--- config.mk ---
export PLATFORM = sky130hd
export DESIGN_NAME = uart_addr_rx
export DESIGN_NICKNAME = d
export VERILOG_FILES = /design/src/rtl/uart_rx_pkg.sv /design/src/rtl/uart_rx_sampler.sv /design/src/rtl/uart_rx_framer.sv /design/src/rtl/uart_rx_addr_match.sv /design/src/rtl/uart_addr_rx.sv
export SDC_FILE = /design/constraint.sdc
export NUM_CORES = 1
export LEC_CHECK = 0
export BUFFER_PORTS_ARGS = -buffer_cell sky130_fd_sc_hd__buf_2
export CORE_MARGIN = 2
export CORE_UTILIZATION = 53
export CTS_BUF_LIST = sky130_fd_sc_hd__clkbuf_2
export DETAILED_ROUTE_END_ITERATION = 7
export PLACE_DENSITY_LB_ADDON = 0.05
export RECOVER_POWER = 25
export SYNTH_ARGS = -nofsm -noshare
export SYNTH_HDL_FRONTEND = slang
export SYNTH_HIERARCHICAL = 1
export SYNTH_SLANG_ARGS = --single-unit
--- constraint.sdc ---
create_clock -name clk -period 2.74 [get_ports clk]
set_input_delay 0.274 -clock clk [delete_from_list [all_inputs] [get_ports clk]]
set_output_delay 0.274 -clock clk [all_outputs]
set_load 0.03 [all_outputs]
--- src/rtl/uart_rx_pkg.sv ---
package uart_rx_pkg;

  typedef enum logic [1:0] {
    RX_IDLE  = 2'd0,
    RX_START = 2'd1,
    RX_DATA  = 2'd2,
    RX_STOP  = 2'd3
  } rx_state_e;

  localparam int unsigned VOTE_TAPS = 3;

endpackage

--- src/rtl/uart_rx_sampler.sv ---
module uart_rx_sampler #(
  parameter int unsigned SYNC_STAGES = 2
) (
  input  logic clk,
  input  logic rst_n,
  input  logic rxd_i,
  input  logic tick_i,
  output logic line_o,
  output logic vote_o,
  output logic prev_o
);
  import uart_rx_pkg::*;

  logic [SYNC_STAGES-1:0]     sync_q;
  logic [VOTE_TAPS-1:0]       win_q;
  logic [VOTE_TAPS-1:0]       win_d;

  for (genvar g = 0; g < SYNC_STAGES; g++) begin : g_sync
    logic stage_d;
    if (g == 0) begin : g_first
      assign stage_d = rxd_i;
    end else begin : g_rest
      assign stage_d = sync_q[g-1];
    end
    always_ff @(posedge clk or negedge rst_n) begin
      if (!rst_n) sync_q[g] <= 1'b1;
      else        sync_q[g] <= stage_d;
    end
  end

  assign line_o = sync_q[SYNC_STAGES-1];

  always_comb begin
    win_d = win_q;
    if (tick_i) win_d = {win_q[VOTE_TAPS-2:0], line_o};
  end

  always_ff @(posedge clk or negedge rst_n) begin
    if (!rst_n) win_q <= '1;
    else        win_q <= win_d;
  end

  assign vote_o = (win_q[0] & win_q[1]) | (win_q[0] & win_q[2]) | (win_q[1] & win_q[2]);
  assign prev_o = win_q[0];

endmodule

--- src/rtl/uart_rx_framer.sv ---
module uart_rx_framer #(
  parameter int unsigned OSR    = 16,
  parameter int unsigned DATA_W = 8,
  parameter int unsigned MID    = 8
) (
  input  logic              clk,
  input  logic              rst_n,
  input  logic              tick_i,
  input  logic              line_i,
  input  logic              prev_i,
  input  logic              vote_i,
  input  logic              nine_bit_i,
  output logic              data_end_o,
  output logic              stop_end_o,
  output logic [DATA_W:0]   word_o
);
  import uart_rx_pkg::*;

  localparam int unsigned CNT_W   = $clog2(OSR);
  localparam int unsigned WORD_W  = DATA_W + 1;
  localparam int unsigned IDX_W   = $clog2(WORD_W + 1);
  localparam logic [CNT_W-1:0] DEC_CNT  = CNT_W'(MID + 2);
  localparam logic [CNT_W-1:0] WRAP_CNT = CNT_W'(OSR - 1);

  rx_state_e          st_q, st_d;
  logic [CNT_W-1:0]   cnt_q, cnt_d;
  logic [IDX_W-1:0]   idx_q, idx_d;
  logic [WORD_W-1:0]  word_q, word_d;
  logic [IDX_W-1:0]   last_idx;

  assign last_idx = nine_bit_i ? IDX_W'(DATA_W) : IDX_W'(DATA_W - 1);

  always_comb begin
    st_d       = st_q;
    cnt_d      = cnt_q;
    idx_d      = idx_q;
    word_d     = word_q;
    data_end_o = 1'b0;
    stop_end_o = 1'b0;
    if (st_q == RX_IDLE) begin
      if (tick_i && !line_i && prev_i) begin
        st_d  = RX_START;
        cnt_d = CNT_W'(1);
      end
    end else if (tick_i) begin
      cnt_d = (cnt_q == WRAP_CNT) ? '0 : cnt_q + CNT_W'(1);
      if (cnt_q == DEC_CNT) begin
        case (st_q)
          RX_START: begin
            if (vote_i) begin
              st_d  = RX_IDLE;
              cnt_d = '0;
            end
          end
          RX_DATA: begin
            word_d[idx_q] = vote_i;
            if (idx_q == last_idx) data_end_o = 1'b1;
          end
          default: begin
            stop_end_o = 1'b1;
            st_d       = RX_IDLE;
            cnt_d      = '0;
          end
        endcase
      end
      if (cnt_q == WRAP_CNT) begin
        if (st_q == RX_START) begin
          st_d  = RX_DATA;
          idx_d = '0;
        end else if (st_q == RX_DATA) begin
          if (idx_q == last_idx) st_d = RX_STOP;
          else                   idx_d = idx_q + IDX_W'(1);
        end
      end
    end
  end

  always_ff @(posedge clk or negedge rst_n) begin
    if (!rst_n) begin
      st_q   <= RX_IDLE;
      cnt_q  <= '0;
      idx_q  <= '0;
      word_q <= '0;
    end else if (tick_i) begin
      st_q   <= st_d;
      cnt_q  <= cnt_d;
      idx_q  <= idx_d;
      word_q <= word_d;
    end
  end

  assign word_o = word_d;

endmodule

--- src/rtl/uart_rx_addr_match.sv ---
module uart_rx_addr_match #(
  parameter int unsigned DATA_W = 8
) (
  input  logic [DATA_W-1:0] byte_i,
  input  logic [DATA_W-1:0] addr_i,
  input  logic [DATA_W-1:0] mask_i,
  output logic              hit_o
);
  logic own_hit;
  logic bcast_hit;

  assign own_hit   = ((byte_i ^ addr_i) & mask_i) == '0;
  assign bcast_hit = ((~byte_i) & (addr_i | mask_i)) == '0;
  assign hit_o     = own_hit | bcast_hit;

endmodule

--- src/rtl/uart_addr_rx.sv ---
module uart_addr_rx #(
  parameter int unsigned DATA_W      = 8,
  parameter int unsigned OSR         = 16,
  parameter int unsigned MID         = 8,
  parameter int unsigned SYNC_STAGES = 2
) (
  input  logic              clk,
  input  logic              rst_n,
  input  logic              rxd_i,
  input  logic              baud_tick_i,
  input  logic              nine_bit_i,
  input  logic              mp_en_i,
  input  logic              fe_en_i,
  input  logic [DATA_W-1:0] own_addr_i,
  input  logic [DATA_W-1:0] addr_mask_i,
  input  logic              clr_ri_i,
  input  logic              clr_fe_i,
  output logic [DATA_W-1:0] rx_data_o,
  output logic              rx_bit9_o,
  output logic              ri_o,
  output logic              fe_o
);

  logic            line_s, vote_s, prev_s;
  logic            data_end, stop_end;
  logic [DATA_W:0] word;
  logic            addr_hit;

  uart_rx_sampler #(.SYNC_STAGES(SYNC_STAGES)) u_sampler (
    .clk    (clk),
    .rst_n  (rst_n),
    .rxd_i  (rxd_i),
    .tick_i (baud_tick_i),
    .line_o (line_s),
    .vote_o (vote_s),
    .prev_o (prev_s)
  );

  uart_rx_framer #(.OSR(OSR), .DATA_W(DATA_W), .MID(MID)) u_framer (
    .clk        (clk),
    .rst_n      (rst_n),
    .tick_i     (baud_tick_i),
    .line_i     (line_s),
    .prev_i     (prev_s),
    .vote_i     (vote_s),
    .nine_bit_i (nine_bit_i),
    .data_end_o (data_end),
    .stop_end_o (stop_end),
    .word_o     (word)
  );

  uart_rx_addr_match #(.DATA_W(DATA_W)) u_match (
    .byte_i (word[DATA_W-1:0]),
    .addr_i (own_addr_i),
    .mask_i (addr_mask_i),
    .hit_o  (addr_hit)
  );

  logic              at_stop, complete, ninth, stop_ok, filt_ok, slot_busy, accept, fe_set;
  logic              ri_q, ri_d, fe_q, fe_d, bit9_q;
  logic [DATA_W-1:0] data_q;

  always_comb begin
    at_stop   = fe_en_i | (mp_en_i & ~nine_bit_i);
    complete  = at_stop ? stop_end : data_end;
    ninth     = nine_bit_i ? word[DATA_W] : (at_stop & vote_s);
    stop_ok   = ~at_stop | vote_s;
    filt_ok   = ~mp_en_i | (ninth & addr_hit);
    slot_busy = ri_q & ~clr_ri_i;
    accept    = complete & stop_ok & filt_ok & ~slot_busy;
    fe_set    = stop_end & fe_en_i & ~vote_s;
    ri_d      = accept ? 1'b1 : (clr_ri_i ? 1'b0 : ri_q);
    fe_d      = fe_set ? 1'b1 : (clr_fe_i ? 1'b0 : fe_q);
  end

  always_ff @(posedge clk or negedge rst_n) begin
    if (!rst_n) begin
      ri_q <= 1'b0;
      fe_q <= 1'b0;
    end else begin
      ri_q <= ri_d;
      fe_q <= fe_d;
    end
  end

  always_ff @(posedge clk or negedge rst_n) begin
    if (!rst_n) begin
      data_q <= '0;
      bit9_q <= 1'b0;
    end else if (accept) begin
      data_q <= word[DATA_W-1:0];
      bit9_q <= ninth;
    end
  end

  assign rx_data_o = data_q;
  assign rx_bit9_o = bit9_q;
  assign ri_o      = ri_q;
  assign fe_o      = fe_q;

endmodule

==> impl_metrics.py <==
metrics = {
    "run_status": {
        "run_status": "finished with violations",
        "violations": "capacitance limit, slew limit, setup timing",
    },
    "timing": {
        "tightest_slew_ps": 1900,
        "worst_slack_ps": -328,
        "final.setup_skew_ps": 35.4,
        "grt_setup_unrepaired": "true",
        "slew_headroom": -0.268,
        "slew_violations": 36,
        "period_share": 1.12,
        "hold_viol": 0,
        "finalSetupViolations": 10,
        "timing.final.crit_period_ps": 3070,
        "fin_setup_tns_ps": -2950,
        "fmax_mhz": 326,
    },
    "yosys": {
        "yosys.area.top_type": "dfrtp_1",
        "postSynthCellCount": 213,
        "async_flop_share": 1.00,
        "synthAdderAreaFrac": 0.0620,
        "synth_area_sq_um": 2200,
        "ys_ff_latch": 35,
        "synth_xor_area_frac": 0.0319,
        "synth_edf_count": 0,
        "synth_flop_cell": "dfrtp_1",
        "seq_area_frac_synth": 0.401,
        "yosysTopAreaCellShare": 0.341,
        "yosys-top-cells-count": "dfrtp_1, mux2_2, nand2_1",
        "ys_warn_count": 6,
        "postSynthAreaPerCell_sq_um": 10.3,
        "synthSimpleGateAreaFrac": 0.163,
        "synthMuxAreaShare": 0.163,
        "synth_top_family_by_area": "simple AND/OR/NAND/NOR gates",
        "synth.area.top_cells": "dfrtp_1, mux2_2, dfstp_2, ha_1, xor2_1",
        "yosysUniqueCellTypes": 52,
        "syn_nets": 248,
        "synth_compound_area_frac": 0.148,
    },
    "grt": {
        "antenna_found_initial": 0,
        "grt_max_degree": 36,
        "grt_pass1_wl_microns": 8420,
        "grt-ovfl-total": 0,
        "grt_pass1_vias": 1884,
        "grt_use_total": 0.245,
    },
    "power_and_ir_drop": {
        "p_per_area_nw_per_um2": 454,
        "leakage_nw": 1.48,
        "irDropWorstVdd_mv": 0.418,
    },
    "min_path": {
        "hold_depth": 2,
        "worstHoldStart": "clr_fe_i",
        "hold_path.class": "primary input to flop",
    },
    "layout": {
        "syn2layout_area_growth_pct": 35.5,
        "antenna_cells": 0,
        "drive_above_1_share": 0.489,
        "utilization": 0.745,
        "fin_nets": 341,
    },
    "placement": {
        "io_buffers": 35,
        "dp_slack_ps": -310,
        "gp_congestion": 0.843,
        "hpwl_microns": 3780,
    },
    "clock_network": {
        "cts_max_path_buffers": 2,
        "insertion_delay_ps": 410,
        "htreeDepth": 2,
        "cts.root.buffer_cell": "clkbuf_2",
        "cts_sinks": 35,
        "cts_buffers": 5,
        "clk_pin_slew_worst_paths_ps": 190,
        "cts_tree": "yes",
    },
    "floorplan": {
        "num_rows": 23,
        "io_pins": 36,
        "die_area_sq_um": 4680,
        "die_w_microns": 68.4,
        "start_util": 0.550,
        "die_h_microns": 68.4,
        "fp.coreArea_sq_um": 4000,
    },
    "setup_path": {
        "start_kind": "flop",
        "ff2ff_path_depth": 14,
        "end_kind": "flop",
        "startpoint": "u_framer/st_q[0]",
        "worstPathArrival_ps": 3360,
        "r2r-start": "u_framer/st_q[0]",
        "cp.required_ps": 3030,
        "crit_type": "flop to flop",
        "crit_fanout": 5,
    },
    "job": {
        "cap_violations": 1,
    },
    "detailed_routing": {
        "drtIter0Drc": 115,
        "vias_per_cell": 5.48,
        "routedWlPerCell_microns": 15.1,
        "ant_nets": 0,
        "drc": 0,
        "wl_microns": 5390,
        "routed-via-count": 1958,
        "dr.pass1.iters": 4,
    },
}
## flip-flops by register name (all words and copies together), names as in the netlist
register                  cells
ri_o                          1
u_framer/st_q                 2
u_sampler/line_o              1
u_framer/cnt_q                4
rx_data_o                     8
fe_o                          1
u_sampler/g_sync.stage_d      1
rx_bit9_o                     1
u_framer/word_q               9
u_sampler/win_q               3
u_framer/idx_q                4
## routing by layer
layer	wire length, microns	GRT usage
met1	2550	0.326
met2	2540	0.391
met3	219	0.0477
met4	78	0.0925
met5	0	0
## final timing paths
| path | end | slack (ps) |
|---|---|---|
| hold reg to reg | u_sampler/line_o | 370 |
| hold / removal | fe_o | 40 |
| setup reg to reg | rx_data_o[6] | -330 |
| max in group asynchronous | u_framer/st_q[1] | 720 |
| min in group asynchronous | u_framer/cnt_q[1] | 900 |
| setup / recovery | rx_data_o[6] | -330 |
## per-stage QoR
stage	hold WS, ps	area (sq um)	total power [W]	instances
finish	37.0	2980	0.00135	357
global route	26.2	2980	0.00144	357
CTS	22.7	2900	0.00133	352
detailed placement	351	2720	0.00107	328
global placement	351	2720	0.00107	328
floorplan	-21.6	2250	0.000880	213
## kinds of logic (layout without fill, tap and decap cells)
logic type | after synthesis | count (layout)
adder cells (fa/ha/maj) | 11 | 11
buffers and inverters | 16 | 109
XOR/XNOR | 8 | 8
AND/OR/NAND/NOR | 66 | 66
multiplexers | 32 | 32
AO/OA/AOI/OAI | 45 | 46
flip-flops | 35 | 35
## power by group
group          leakage [nW]  internal (W)  switching, W
clock network        0.0281     0.0000613      0.000174
logic                 0.992      0.000245      0.000267
registers             0.458      0.000570     0.0000365
## what timing repair did
action	in CTS	in global routing
endpoints found under the hold margin	31	0
setup buffers	13	5
pin swaps	2	1
gates cloned	1	0
resized for setup	3	8
setup endpoints to repair	9	11
hold buffers	2	0
## cell usage in the layout (no fill, tap or decap), types with 4 or more instances in the layout
cell and count:
mux2_2 27, clkbuf_2 6, nor2b_1 6, ha_1 7, dfstp_2 5, nand3_1 5, nand2_1 16, o211ai_1 4
inv_1 9, buf_2 34, o21ai_0 13, nor2_1 14, dfrtp_1 30, buf_4 51, a22oi_1 4, xor2_1 7
## cell type report
class                      instances  area (sq um)
clock buffer                       6          30.0
clock inverter                     2          7.51
fill                             285          1020
inverter                          12          45.0
multi-input combinational        163          1360
sequential                        35           882
tap                               50          62.6
timing repair buffer              89           588
## worst max-delay path, stage by stage, from the launching register on
cell	delay (ps)
dfrtp_1	380
inv_2	80
ha_4	160
nand3b_1	280
nor4_4	250
nand2_1	140
mux2_4	350
xor2_2	150
a22oi_2	180
nand4_1	130
o31ai_2	90
inv_1	130
a21oi_4	190
o211ai_4	150
mux2_4	330
Note: power is estimated with default switching activity, not from simulation.
